$ cat config.mk
export PLATFORM = sky130hd
export DESIGN_NAME = link_led_ctrl
export DESIGN_NICKNAME = d
export VERILOG_FILES = /design/src/rtl/led_ctrl_pkg.sv /design/src/rtl/led_tick_gen.sv /design/src/rtl/led_blink_gen.sv /design/src/rtl/led_act_window.sv /design/src/rtl/link_led_ctrl.sv
export SDC_FILE = /design/constraint.sdc
export NUM_CORES = 1
export LEC_CHECK = 0
export BUFFER_PORTS_ARGS = -buffer_cell sky130_fd_sc_hd__buf_2
export CAP_MARGIN = 10
export CORE_MARGIN = 5
export CORE_UTILIZATION = 35
export DETAILED_ROUTE_END_ITERATION = 8
export GPL_TIMING_DRIVEN = 0
export PLACE_DENSITY = 0.6
export SYNTH_ARGS = -nofsm -noshare
export SYNTH_HDL_FRONTEND = slang
export SYNTH_SLANG_ARGS = --single-unit
$ cat constraint.sdc
create_clock -name clk -period 8.9 [get_ports clk]
set_clock_uncertainty 0.2 [all_clocks]
set_input_delay 1.335 -clock clk [delete_from_list [all_inputs] [get_ports clk]]
set_output_delay 1.335 -clock clk [all_outputs]
set_load 0.05 [all_outputs]
$ cat src/rtl/led_ctrl_pkg.sv
package led_ctrl_pkg;

    localparam int unsigned SLICES_PER_PERIOD = 12;
    localparam int unsigned FASTEST_BLINK_HZ  = 256;
    localparam int unsigned STRETCH_PER_SEC   = 100;

    typedef enum logic [1:0] {
        SPD_10   = 2'd0,
        SPD_100  = 2'd1,
        SPD_1000 = 2'd2,
        SPD_2500 = 2'd3
    } speed_e;

    typedef enum logic [1:0] {
        FRC_OFF    = 2'd0,
        FRC_ON     = 2'd1,
        FRC_PROF_B = 2'd2,
        FRC_PROF_A = 2'd3
    } force_mode_e;

    function automatic logic [3:0] duty_on_slices(input logic [2:0] code);
        logic [3:0] n;
        case (code)
            3'd0:    n = 4'd6;
            3'd1:    n = 4'd9;
            3'd2:    n = 4'd3;
            3'd3:    n = 4'd4;
            3'd4:    n = 4'd8;
            3'd5:    n = 4'd2;
            3'd6:    n = 4'd10;
            default: n = 4'd1;
        endcase
        return n;
    endfunction

endpackage

$ cat src/rtl/led_tick_gen.sv
module led_tick_gen #(
    parameter int unsigned DIV = 2
) (
    input  logic clk,
    input  logic rst_n,
    output logic tick
);
    localparam int unsigned CW = (DIV > 1) ? $clog2(DIV) : 1;
    localparam logic [CW-1:0] LAST = CW'(DIV - 1);

    typedef struct packed {
        logic [CW-1:0] cnt;
    } tick_state_t;

    tick_state_t st_d, st_q;

    always_comb begin
        st_d = st_q;
        if (st_q.cnt >= LAST) begin
            st_d.cnt = '0;
        end else begin
            st_d.cnt = st_q.cnt + CW'(1);
        end
    end

    always_ff @(posedge clk) begin
        if (!rst_n) begin
            st_q <= '0;
        end else begin
            st_q <= st_d;
        end
    end

    assign tick = (st_q.cnt >= LAST);

    generate
        if (DIV > 1) begin : g_spacing
            AST_TICK_SPACING: assert property (@(posedge clk) disable iff (!rst_n)
                tick |=> !tick);
        end
    endgenerate

endmodule

$ cat src/rtl/led_blink_gen.sv
module led_blink_gen
    import led_ctrl_pkg::*;
(
    input  logic       clk,
    input  logic       rst_n,
    input  logic       tick,
    input  logic [5:0] prof,
    output logic       wave
);
    localparam int unsigned SW = $clog2(SLICES_PER_PERIOD);
    localparam logic [SW-1:0] SLICE_LAST = SW'(SLICES_PER_PERIOD - 1);

    typedef struct packed {
        logic [5:0]    cfg;
        logic [6:0]    sub;
        logic [SW-1:0] slice;
    } blink_state_t;

    blink_state_t st_d, st_q;
    logic [6:0] sub_lim;
    logic       restart;
    logic       advance;

    always_comb begin
        sub_lim = (7'd1 << (3'd7 - st_q.cfg[5:3])) - 7'd1;
        restart = (prof != st_q.cfg);
        advance = tick && (st_q.sub >= sub_lim);
        st_d    = st_q;
        if (restart) begin
            st_d.cfg   = prof;
            st_d.sub   = '0;
            st_d.slice = '0;
        end else if (tick) begin
            if (advance) begin
                st_d.sub   = '0;
                st_d.slice = (st_q.slice >= SLICE_LAST) ? '0 : st_q.slice + SW'(1);
            end else begin
                st_d.sub = st_q.sub + 7'd1;
            end
        end
    end

    always_ff @(posedge clk) begin
        if (!rst_n) begin
            st_q <= '0;
        end else begin
            st_q <= st_d;
        end
    end

    assign wave = ({1'b0, st_q.slice} < 5'(duty_on_slices(st_q.cfg[2:0])));

    AST_SLICE_WRAP: assert property (@(posedge clk) disable iff (!rst_n)
        (advance && !restart && st_q.slice == SLICE_LAST) |=> (st_q.slice == '0));

    AST_RESTART_LIT: assert property (@(posedge clk) disable iff (!rst_n)
        restart |=> wave);

endmodule

$ cat src/rtl/led_act_window.sv
module led_act_window #(
    parameter int unsigned LEN = 61
) (
    input  logic clk,
    input  logic rst_n,
    input  logic evt,
    output logic open
);
    localparam int unsigned CW = $clog2(LEN + 1);
    localparam logic [CW-1:0] FULL = CW'(LEN);

    typedef struct packed {
        logic [CW-1:0] remain;
    } win_state_t;

    win_state_t st_d, st_q;

    always_comb begin
        st_d = st_q;
        if (evt) begin
            st_d.remain = FULL;
        end else if (st_q.remain != '0) begin
            st_d.remain = st_q.remain - CW'(1);
        end
    end

    always_ff @(posedge clk) begin
        if (!rst_n) begin
            st_q <= '0;
        end else begin
            st_q <= st_d;
        end
    end

    assign open = (st_q.remain != '0);

    AST_WIN_RELOAD: assert property (@(posedge clk) disable iff (!rst_n)
        evt |=> (st_q.remain == FULL));

    AST_WIN_DRAIN: assert property (@(posedge clk) disable iff (!rst_n)
        (!evt && !open) |=> !open);

endmodule

$ cat src/rtl/link_led_ctrl.sv
module link_led_ctrl
    import led_ctrl_pkg::*;
#(
    parameter int unsigned CLK_HZ = 250_000_000
) (
    input  logic        clk,
    input  logic        rst_n,
    input  logic        link_up,
    input  logic [1:0]  link_speed,
    input  logic        full_duplex,
    input  logic        tx_evt,
    input  logic        rx_evt,
    input  logic        col_evt,
    input  logic [15:0] pattern_cfg,
    input  logic [15:0] force_cfg,
    input  logic [11:0] blink_cfg,
    output logic        led_out
);
    localparam int unsigned BASE_DIV = CLK_HZ / (SLICES_PER_PERIOD * FASTEST_BLINK_HZ);
    localparam int unsigned STRETCH  = CLK_HZ / STRETCH_PER_SEC;
    localparam int unsigned NPROF    = 2;
    localparam int unsigned NCHAN    = 3;

    typedef struct packed {
        logic led;
    } top_state_t;

    top_state_t st_d, st_q;

    logic             base_tick;
    logic [NPROF-1:0] wave;
    logic [NCHAN-1:0] evt_vec;
    logic [NCHAN-1:0] win_open;

    logic spd_on, spd_blink, dup_on, qualified, act_blink, steady, pat_led;
    force_mode_e fmode;

    led_tick_gen #(.DIV(BASE_DIV)) u_tick (
        .clk   (clk),
        .rst_n (rst_n),
        .tick  (base_tick)
    );

    // index 0 -> profile 2 (bits 5:0), index 1 -> profile 1 (bits 11:6)
    generate
        for (genvar g = 0; g < NPROF; g++) begin : g_prof
            led_blink_gen u_blink (
                .clk   (clk),
                .rst_n (rst_n),
                .tick  (base_tick),
                .prof  (blink_cfg[g*6 +: 6]),
                .wave  (wave[g])
            );
        end
    endgenerate

    assign evt_vec = {col_evt, rx_evt, tx_evt};

    generate
        for (genvar c = 0; c < NCHAN; c++) begin : g_win
            led_act_window #(.LEN(STRETCH)) u_win (
                .clk   (clk),
                .rst_n (rst_n),
                .evt   (evt_vec[c]),
                .open  (win_open[c])
            );
        end
    endgenerate

    always_comb begin
        case (speed_e'(link_speed))
            SPD_10:   begin spd_on = pattern_cfg[4];  spd_blink = pattern_cfg[0];  end
            SPD_100:  begin spd_on = pattern_cfg[5];  spd_blink = pattern_cfg[1];  end
            SPD_1000: begin spd_on = pattern_cfg[6];  spd_blink = pattern_cfg[2];  end
            default:  begin spd_on = pattern_cfg[15]; spd_blink = pattern_cfg[14]; end
        endcase
        spd_on    = spd_on    && link_up;
        spd_blink = spd_blink && link_up;
        dup_on    = link_up && (full_duplex ? pattern_cfg[12] : pattern_cfg[11]);
        qualified = pattern_cfg[13] || spd_on || spd_blink || dup_on;
        act_blink = qualified && ((pattern_cfg[10] && win_open[0]) ||
                                  (pattern_cfg[9]  && win_open[1]) ||
                                  (pattern_cfg[3]  && win_open[2]));
        steady    = spd_on || dup_on ||
                    (pattern_cfg[8] && win_open[0]) ||
                    (pattern_cfg[7] && win_open[1]);
        pat_led   = (spd_blink || act_blink) ? wave[1] : steady;

        fmode = force_mode_e'(force_cfg[14:13]);
        st_d  = st_q;
        if (force_cfg[15]) begin
            case (fmode)
                FRC_OFF:    st_d.led = 1'b0;
                FRC_ON:     st_d.led = 1'b1;
                FRC_PROF_B: st_d.led = wave[0];
                default:    st_d.led = wave[1];
            endcase
        end else begin
            st_d.led = pat_led;
        end
    end

    always_ff @(posedge clk) begin
        if (!rst_n) begin
            st_q <= '0;
        end else begin
            st_q <= st_d;
        end
    end

    assign led_out = st_q.led;

    AST_FORCE_OFF: assert property (@(posedge clk) disable iff (!rst_n)
        (force_cfg[15] && force_cfg[14:13] == 2'd0) |=> !led_out);

    AST_FORCE_ON: assert property (@(posedge clk) disable iff (!rst_n)
        (force_cfg[15] && force_cfg[14:13] == 2'd1) |=> led_out);

    AST_NO_LINK_DARK: assert property (@(posedge clk) disable iff (!rst_n)
        (!force_cfg[15] && !link_up && !pattern_cfg[13] && !pattern_cfg[8] && !pattern_cfg[7])
        |=> !led_out);

    AST_STEADY_SPEED: assert property (@(posedge clk) disable iff (!rst_n)
        (!force_cfg[15] && link_up && link_speed == 2'd2 && pattern_cfg[6] &&
         pattern_cfg[2:0] == 3'b000 && pattern_cfg[14] == 1'b0 &&
         pattern_cfg[10:9] == 2'b00 && pattern_cfg[3] == 1'b0) |=> led_out);

endmodule

==> flow_summary_export.csv, run 1 <==
group,metric,value,unit
critical_path,crit_arrival,3520,ps
cells_and_area,multiInputGateArea,0.00360,mm2
floorplanning,dieArea,0.0204,mm2
timing,rsz0062_at_grt,"no",
run,max-cap-violations,0,
synthesis,synth_edf_count,0,
placement,port-buffer-count,37,
pwr,ir_drop,0.126,mV
detailed_routing,first_pass_iters,4,
detailed_routing,wl,12700,um
clocking,clk_latency,420,ps
synthesis,synth_warnings,0,
min_path,hold_class,"flop to flop",
synthesis,synth_ff_type,"dfxtp_1",
synthesis,synth_cell_types,55,
clocking,cts.sinks,118,
synthesis,yosys.area.top_type,"dfxtp_1",
global_routing,antenna_found_initial,0,
pwr,powerDensity,195,mW/mm2
synthesis,async_flop_share,0,%
floorplanning,top_level_ports,54,
floorplanning,core,0.0173,mm2
synthesis,synth_xor_area_share,13.2,%
detailed_routing,vias,4958,
timing,fmax,297,MHz
detailed_routing,ant_nets,0,
global_routing,grt_max_degree,17,
clocking,hold_buffers,0,
synthesis,mappedNetlistNets,808,
clocking,path_clk_slew,50,ps
cells_and_area,area_growth,16.6,%
synthesis,synth_compound_area_share,11.7,%
detailed_routing,top_layer_used,"met4",
cells_and_area,nets,864,
global_routing,grt.overflow.total,0,
clocking,cts-root-buf,"clkbuf_16",
synthesis,avgSynthCellArea,8.54,um2
floorplanning,die_y,143,um
detailed_routing,viasPerCell,4.89,
clocking,cts_resized,0,
synthesis,syn_inst,722,
placement,place_congestion,0.816,
detailed_routing,drt_iter0_drc,237,
timing,setup_viol,0,
outcome,status,"complete, no violations",
critical_path,required,9050,ps
synthesis,ys_seq_area_share,38.3,%
detailed_routing,routedWlPerCell,12.5,um
synthesis,synth_top_family_by_area,"simple AND/OR/NAND/NOR gates",
placement,post-dp-hpwl,9190,um
detailed_routing,met3_length,481,um
timing,finalCriticalPeriod,3370,ps
critical_path,critPathKind,"flop to flop",
floorplanning,start_util,35.7,%
critical_path,timing.critical_path.from_type,"flop",
timing,fin_crit_sh,37.8,%
cells_and_area,regArea,0.00236,mm2
critical_path,end_kind,"flop",
synthesis,yosysMostFrequentCell,"dfxtp_1",
global_routing,grt_pass1_wl,22200,um
detailed_routing,drc,0,
critical_path,cp_max_fo,10,
clocking,htreeDepth,4,
synthesis,synthTopCellsByArea,"dfxtp_1 (38%), ha_1 (6.7%), xnor2_1 (6.7%)",
detailed_routing,wl_met1,6490,um
floorplanning,rows,48,
synthesis,synth-simple-area-share,25.1,%
timing,drv_slew,0,
cells_and_area,fillerInstances,1776,
critical_path,r2r_setup_slack,5530,ps
clocking,cts-buffers-inserted,17,
floorplanning,die_w,143,um
synthesis,synth_top_cell_area_share,38.3,%
synthesis,synth_fa_ha_area_share,6.70,%
timing,maxSlewHeadroom,57.2,%
synthesis,muxShareOfSynthArea,1.72,%
global_routing,grt_usage,13.3,%
timing,setup_tns,0,ps
pwr,p_total,0.00140,W
synthesis,netlist_area,0.00617,mm2
cells_and_area,layout-drive-gt1-share,10.3,%
synthesis,ys_ff_latch,118,
global_routing,grt_pass1_vias,4784,
timing,final_hold_viol_count,0,
pwr,power_leakage,2.78,nW
clocking,cts_tree,"built",
detailed_routing,wl_met2,5510,um
synthesis,synth_commonest_cells,"dfxtp_1 (118), nor2_1 (109), nand2_1 (48)",
clocking,clockBufferDepth,2,
timing,tightest_slew,636,ps
clocking,postCtsSetupRepairBufs,0,
-- critical path: stages, from the launching register on --
cell      delay (ps)
dfxtp_1          300
clkbuf_1         310
nand3_1          180
ha_1             290
inv_1             90
nand2_1           70
o21ai_0          150
a21oi_1          100
ha_1             310
a21o_1           160
a21oi_1          130
o21ai_0           90
a21oi_1          220
clkbuf_1         330
o21bai_1         220
a21oi_1          160
-- metal layers --
layer  global-route usage [%]  vias to the layer above
li1                         -                     2622
met5                        0                        -
met1                     18.0                     2258
met2                     20.3                       61
met3                     3.45                       17
met4                     5.10                        0
-- power by group --
part	switching [W]	internal, W
clock	0.000235	0.000411
sequential	0.0000235	0.000555
combinational	0.0000958	0.0000806
-- cells by family (layout without fill, tap and decap cells) --
family / count (synthesis) / count (layout)
compound gates: 111 / 111
simple gates: 308 / 308
other cells: 0 / 1
fa+ha+maj: 33 / 33
flops: 118 / 118
xor+xnor: 93 / 93
mux: 8 / 8
buf+inv: 51 / 117
-- cell type report --
class	count	share of cell area, %
Antenna cell	1	0.0348
Buffer	32	1.83
Clock buffer	19	6.16
Clock inverter	10	1.51
Inverter	19	0.992
Multi-Input combinational cell	553	50.1
Sequential cell	118	32.9
Tap cell	225	3.92
Timing Repair Buffer	37	2.58
-- worst paths after layout --
| check | startpoint | end | cells after the start |
|---|---|---|---|
| worst max-delay path | g_prof[1].u_blink.st_q[16]$_SDFFE_PN0P_ | g_prof[1].u_blink.st_q[9]$_SDFFE_PP0P_ | 15 |
| worst min-delay path | u_tick.st_q[0]$_SDFF_PP0_ | u_tick.st_q[0]$_SDFF_PP0_ | 1 |
| worst max register to register | g_prof[1].u_blink.st_q[16]$_SDFFE_PN0P_ | g_prof[1].u_blink.st_q[9]$_SDFFE_PP0P_ | 15 |
| worst min register to register | u_tick.st_q[0]$_SDFF_PP0_ | u_tick.st_q[0]$_SDFF_PP0_ | 1 |
-- state kept, by name, indices dropped and copies added (netlist names) --
register,count
g_prof.u_blink.st_q,34
g_win.u_win.st_q,66
led_out,1
u_tick.st_q,17
-- placed cells by master (no fill, tap or decap), drive strengths merged, types with 15 or more instances in the layout --
cell type	instances
nand2	48
o21a	15
nor3	18
buf	42
o21ai	20
nand3	23
inv	19
xnor2	47
nor2	109
and2	16
nor4	20
xor2	46
clkbuf	46
dfxtp	118
ha	33
a21oi	34
-- metrics by stage --
stage          util [%]  hold WS [ps]  instances  area [um2]  setup slack [ps]
6_report           41.6           278       1014        7190              5530
5_1_grt            41.5           299       1013        7190              5000
4_1_cts            41.5           276       1013        7190              5480
3_5_place_dp       38.4           267        984        6630              5340
3_3_place_gp       38.4           263        984        6630              5350
2_1_floorplan         -           241        722        6170              5970
Power figures use the tool's default switching activity.
==> inputs of run 2 (changes only) <==
==> constraint.sdc (replaced) <==
create_clock -name clk -period 3.4 [get_ports clk]
set_clock_uncertainty 0.2 [all_clocks]
set_input_delay 0.51 -clock clk [delete_from_list [all_inputs] [get_ports clk]]
set_output_delay 0.51 -clock clk [all_outputs]
set_load 0.05 [all_outputs]
==> run 2 against run 1 <==
Effect of this change:
- highest routed layer unchanged
- final area shrank 0.17%
- total power grew to 2.6 times the previous value
- count of clock-buffer cells in the layout did not move
- die area did not move
==> flow_summary_export.csv, run 2 (same netlist as run 1, synthesis figures left out) <==
group,metric,value,unit
outcome,status,"complete, no violations",
critical_path,r2r_setup_slack,350,ps
clocking,cts-root-buf,"clkbuf_16",
timing,fmax,328,MHz
clocking,path_clk_slew,50,ps
timing,setup_ws,350,ps
timing,holdWs,118,ps
critical_path,end_kind,"flop",
timing,rsz0062_at_grt,"no",
cells_and_area,max_flop_register,"g_win.u_win.st_q",
cells_and_area,nets,859,
detailed_routing,routedWlPerCell,12.6,um
pwr,ir_drop,0.325,mV
timing,setup_viol,0,
min_path,min_from,"blink_cfg[3]",
timing,fin_crit_sh,89.7,%
clocking,cts-buffers-inserted,17,
critical_path,reg2reg_from,"g_prof[0].u_blink.st_q[14]$_SDFFE_PN0P_",
floorplanning,start_util,35.7,%
placement,post-dp-hpwl,9190,um
clocking,cts_tree,"built",
critical_path,critPathKind,"flop to flop",
floorplanning,core,0.0173,mm2
floorplanning,top_level_ports,54,
pwr,power_leakage,2.78,nW
cells_and_area,fin_cells,1009,
cells_and_area,largest_register_ffs,66,
detailed_routing,viasPerCell,4.88,
min_path,hold_depth,2,
critical_path,cp_max_fo,10,
global_routing,grt_pass1_wl,22200,um
min_path,holdPathEnd,"g_prof[0].u_blink.st_q[14]$_SDFFE_PN0P_",
timing,tightest_slew,636,ps
detailed_routing,drc,0,
detailed_routing,vias,4919,
cells_and_area,area_growth,16.4,%
global_routing,grt_pass1_vias,4784,
critical_path,reg2reg_depth,13,
cells_and_area,stdcell_area,0.00718,mm2
critical_path,reg2reg_to,"g_prof[0].u_blink.st_q[3]$_SDFFE_PP0P_",
cells_and_area,most-common-layout-cells,"dfxtp_1 (115), nor2_1 (109), nand2_1 (48)",
clocking,clockBufferDepth,2,
global_routing,grt.overflow.total,0,
cells_and_area,reg_top3,"g_win.u_win.st_q: 66 flops, g_prof.u_blink.st_q: 34 flops, u_tick.st_q: 17 flops",
floorplanning,die_w,143,um
timing,drv_slew,0,
pwr,powerDensity,511,mW/mm2
timing,finalCriticalPeriod,3050,ps
detailed_routing,ant_nets,0,
clocking,cts.sinks,118,
cells_and_area,final_common_cell,"dfxtp_1",
cells_and_area,layout-drive-gt1-share,11.0,%
detailed_routing,wl,12700,um
clocking,clk_latency,420,ps
global_routing,grt_usage,13.3,%
cells_and_area,regArea,0.00237,mm2
cells_and_area,multiInputGateArea,0.00360,mm2
timing,maxSlewHeadroom,57.2,%
min_path,hold_class,"input port to flop",
clocking,htreeDepth,4,
clocking,hold_buffers,0,
detailed_routing,drt_iter0_drc,238,
detailed_routing,first_pass_iters,4,
critical_path,timing.critical_path.from_type,"flop",
placement,port-buffer-count,37,
floorplanning,dieArea,0.0204,mm2
cells_and_area,fillerInstances,1776,
placement,place_congestion,0.816,
run,max-cap-violations,0,
global_routing,grt_max_degree,17,
global_routing,antenna_found_initial,0,
floorplanning,die_y,143,um
timing,final_hold_viol_count,0,
placement,placed_cells,984,
placement,dp_slack,-2.44,ps
critical_path,required,3510,ps
placement,placed_cell_area,0.00663,mm2
floorplanning,rows,48,
critical_path,crit_arrival,3160,ps
## run 2: cell count changes in the layout (fill, tap and decap cells not counted)
cell      change
dfxtp_2       +3
o21ai_0       -1
dfxtp_1       -3
buf_2         +1
clkbuf_2      +1
clkbuf_1      -7
o21ai_1       +1
## run 2: repair_timing
item,4_1_cts,5_1_grt
buffers inserted,0,0
pin swaps,0,0
endpoints found under the hold margin,0,0
resized for setup,1,7
endpoints found under the setup margin,5,21
## run 2: layer usage
metal	GRT usage, %	up-vias	share of wire, %
li1	-	2610	-
met1	18.0	2245	51
met2	20.3	48	44
met3	3.45	16	3.7
met4	5.10	0	1.6
met5	0	-	0
## run 2: how the worst max path moves through the flow
stage                                       startpoint                                       to  cells past startpoint
5_1_grt        g_prof[0].u_blink.st_q[14]$_SDFFE_PN0P_   g_prof[0].u_blink.st_q[3]$_SDFFE_PP0P_                     13
2_1_floorplan  g_prof[0].u_blink.st_q[14]$_SDFFE_PN0P_  g_prof[0].u_blink.st_q[10]$_SDFFE_PP0P_                     14
6_report       g_prof[0].u_blink.st_q[14]$_SDFFE_PN0P_   g_prof[0].u_blink.st_q[3]$_SDFFE_PP0P_                     13
3_3_place_gp   g_prof[0].u_blink.st_q[15]$_SDFFE_PN0P_   g_prof[0].u_blink.st_q[9]$_SDFFE_PP0P_                     14
4_1_cts        g_prof[1].u_blink.st_q[16]$_SDFFE_PN0P_   g_prof[1].u_blink.st_q[9]$_SDFFE_PP0P_                     15
3_5_place_dp   g_prof[0].u_blink.st_q[15]$_SDFFE_PN0P_   g_prof[0].u_blink.st_q[8]$_SDFFE_PP0P_                     14
## run 2: critical path, stage by stage, from the launching register on
cell and delay [ps]:
dfxtp_1 460, nand3b_1 150, ha_1 140, clkbuf_1 240, mux2i_1 220, a21oi_1 90
ha_1 290, a21o_1 180, a21oi_1 120, o21ai_0 90, a21oi_1 200, buf_2 230
nor2_1 50, a221oi_1 280
## run 2: power by group
part	switching (W)	internal, W
Combinational	0.000244	0.000210
Sequential	0.0000676	0.00145
Clock	0.000613	0.00108
## run 2: final cells by class
cell class / count / share of cell area [%]
Multi-Input combinational cell: 553 / 50.2
Antenna cell: 1 / 0.0349
Timing Repair Buffer: 37 / 2.58
Tap cell: 225 / 3.92
Buffer: 27 / 1.60
Inverter: 19 / 0.994
Clock buffer: 19 / 6.17
Sequential cell: 118 / 33.0
Clock inverter: 10 / 1.52
## run 2: per-stage QoR
| step | power [W] | setup TNS [ps] | util (%) |
|---|---|---|---|
| final | 0.00366 | 0 | 41.5 |
| after global routing | 0.00384 | 0 | 41.5 |
| after CTS | 0.00371 | 0 | 41.6 |
| after detailed placement | 0.00200 | -2.44 | 38.4 |
| after global placement | 0.00200 | 0 | 38.4 |
| after floorplan | 0.00189 | 0 | - |
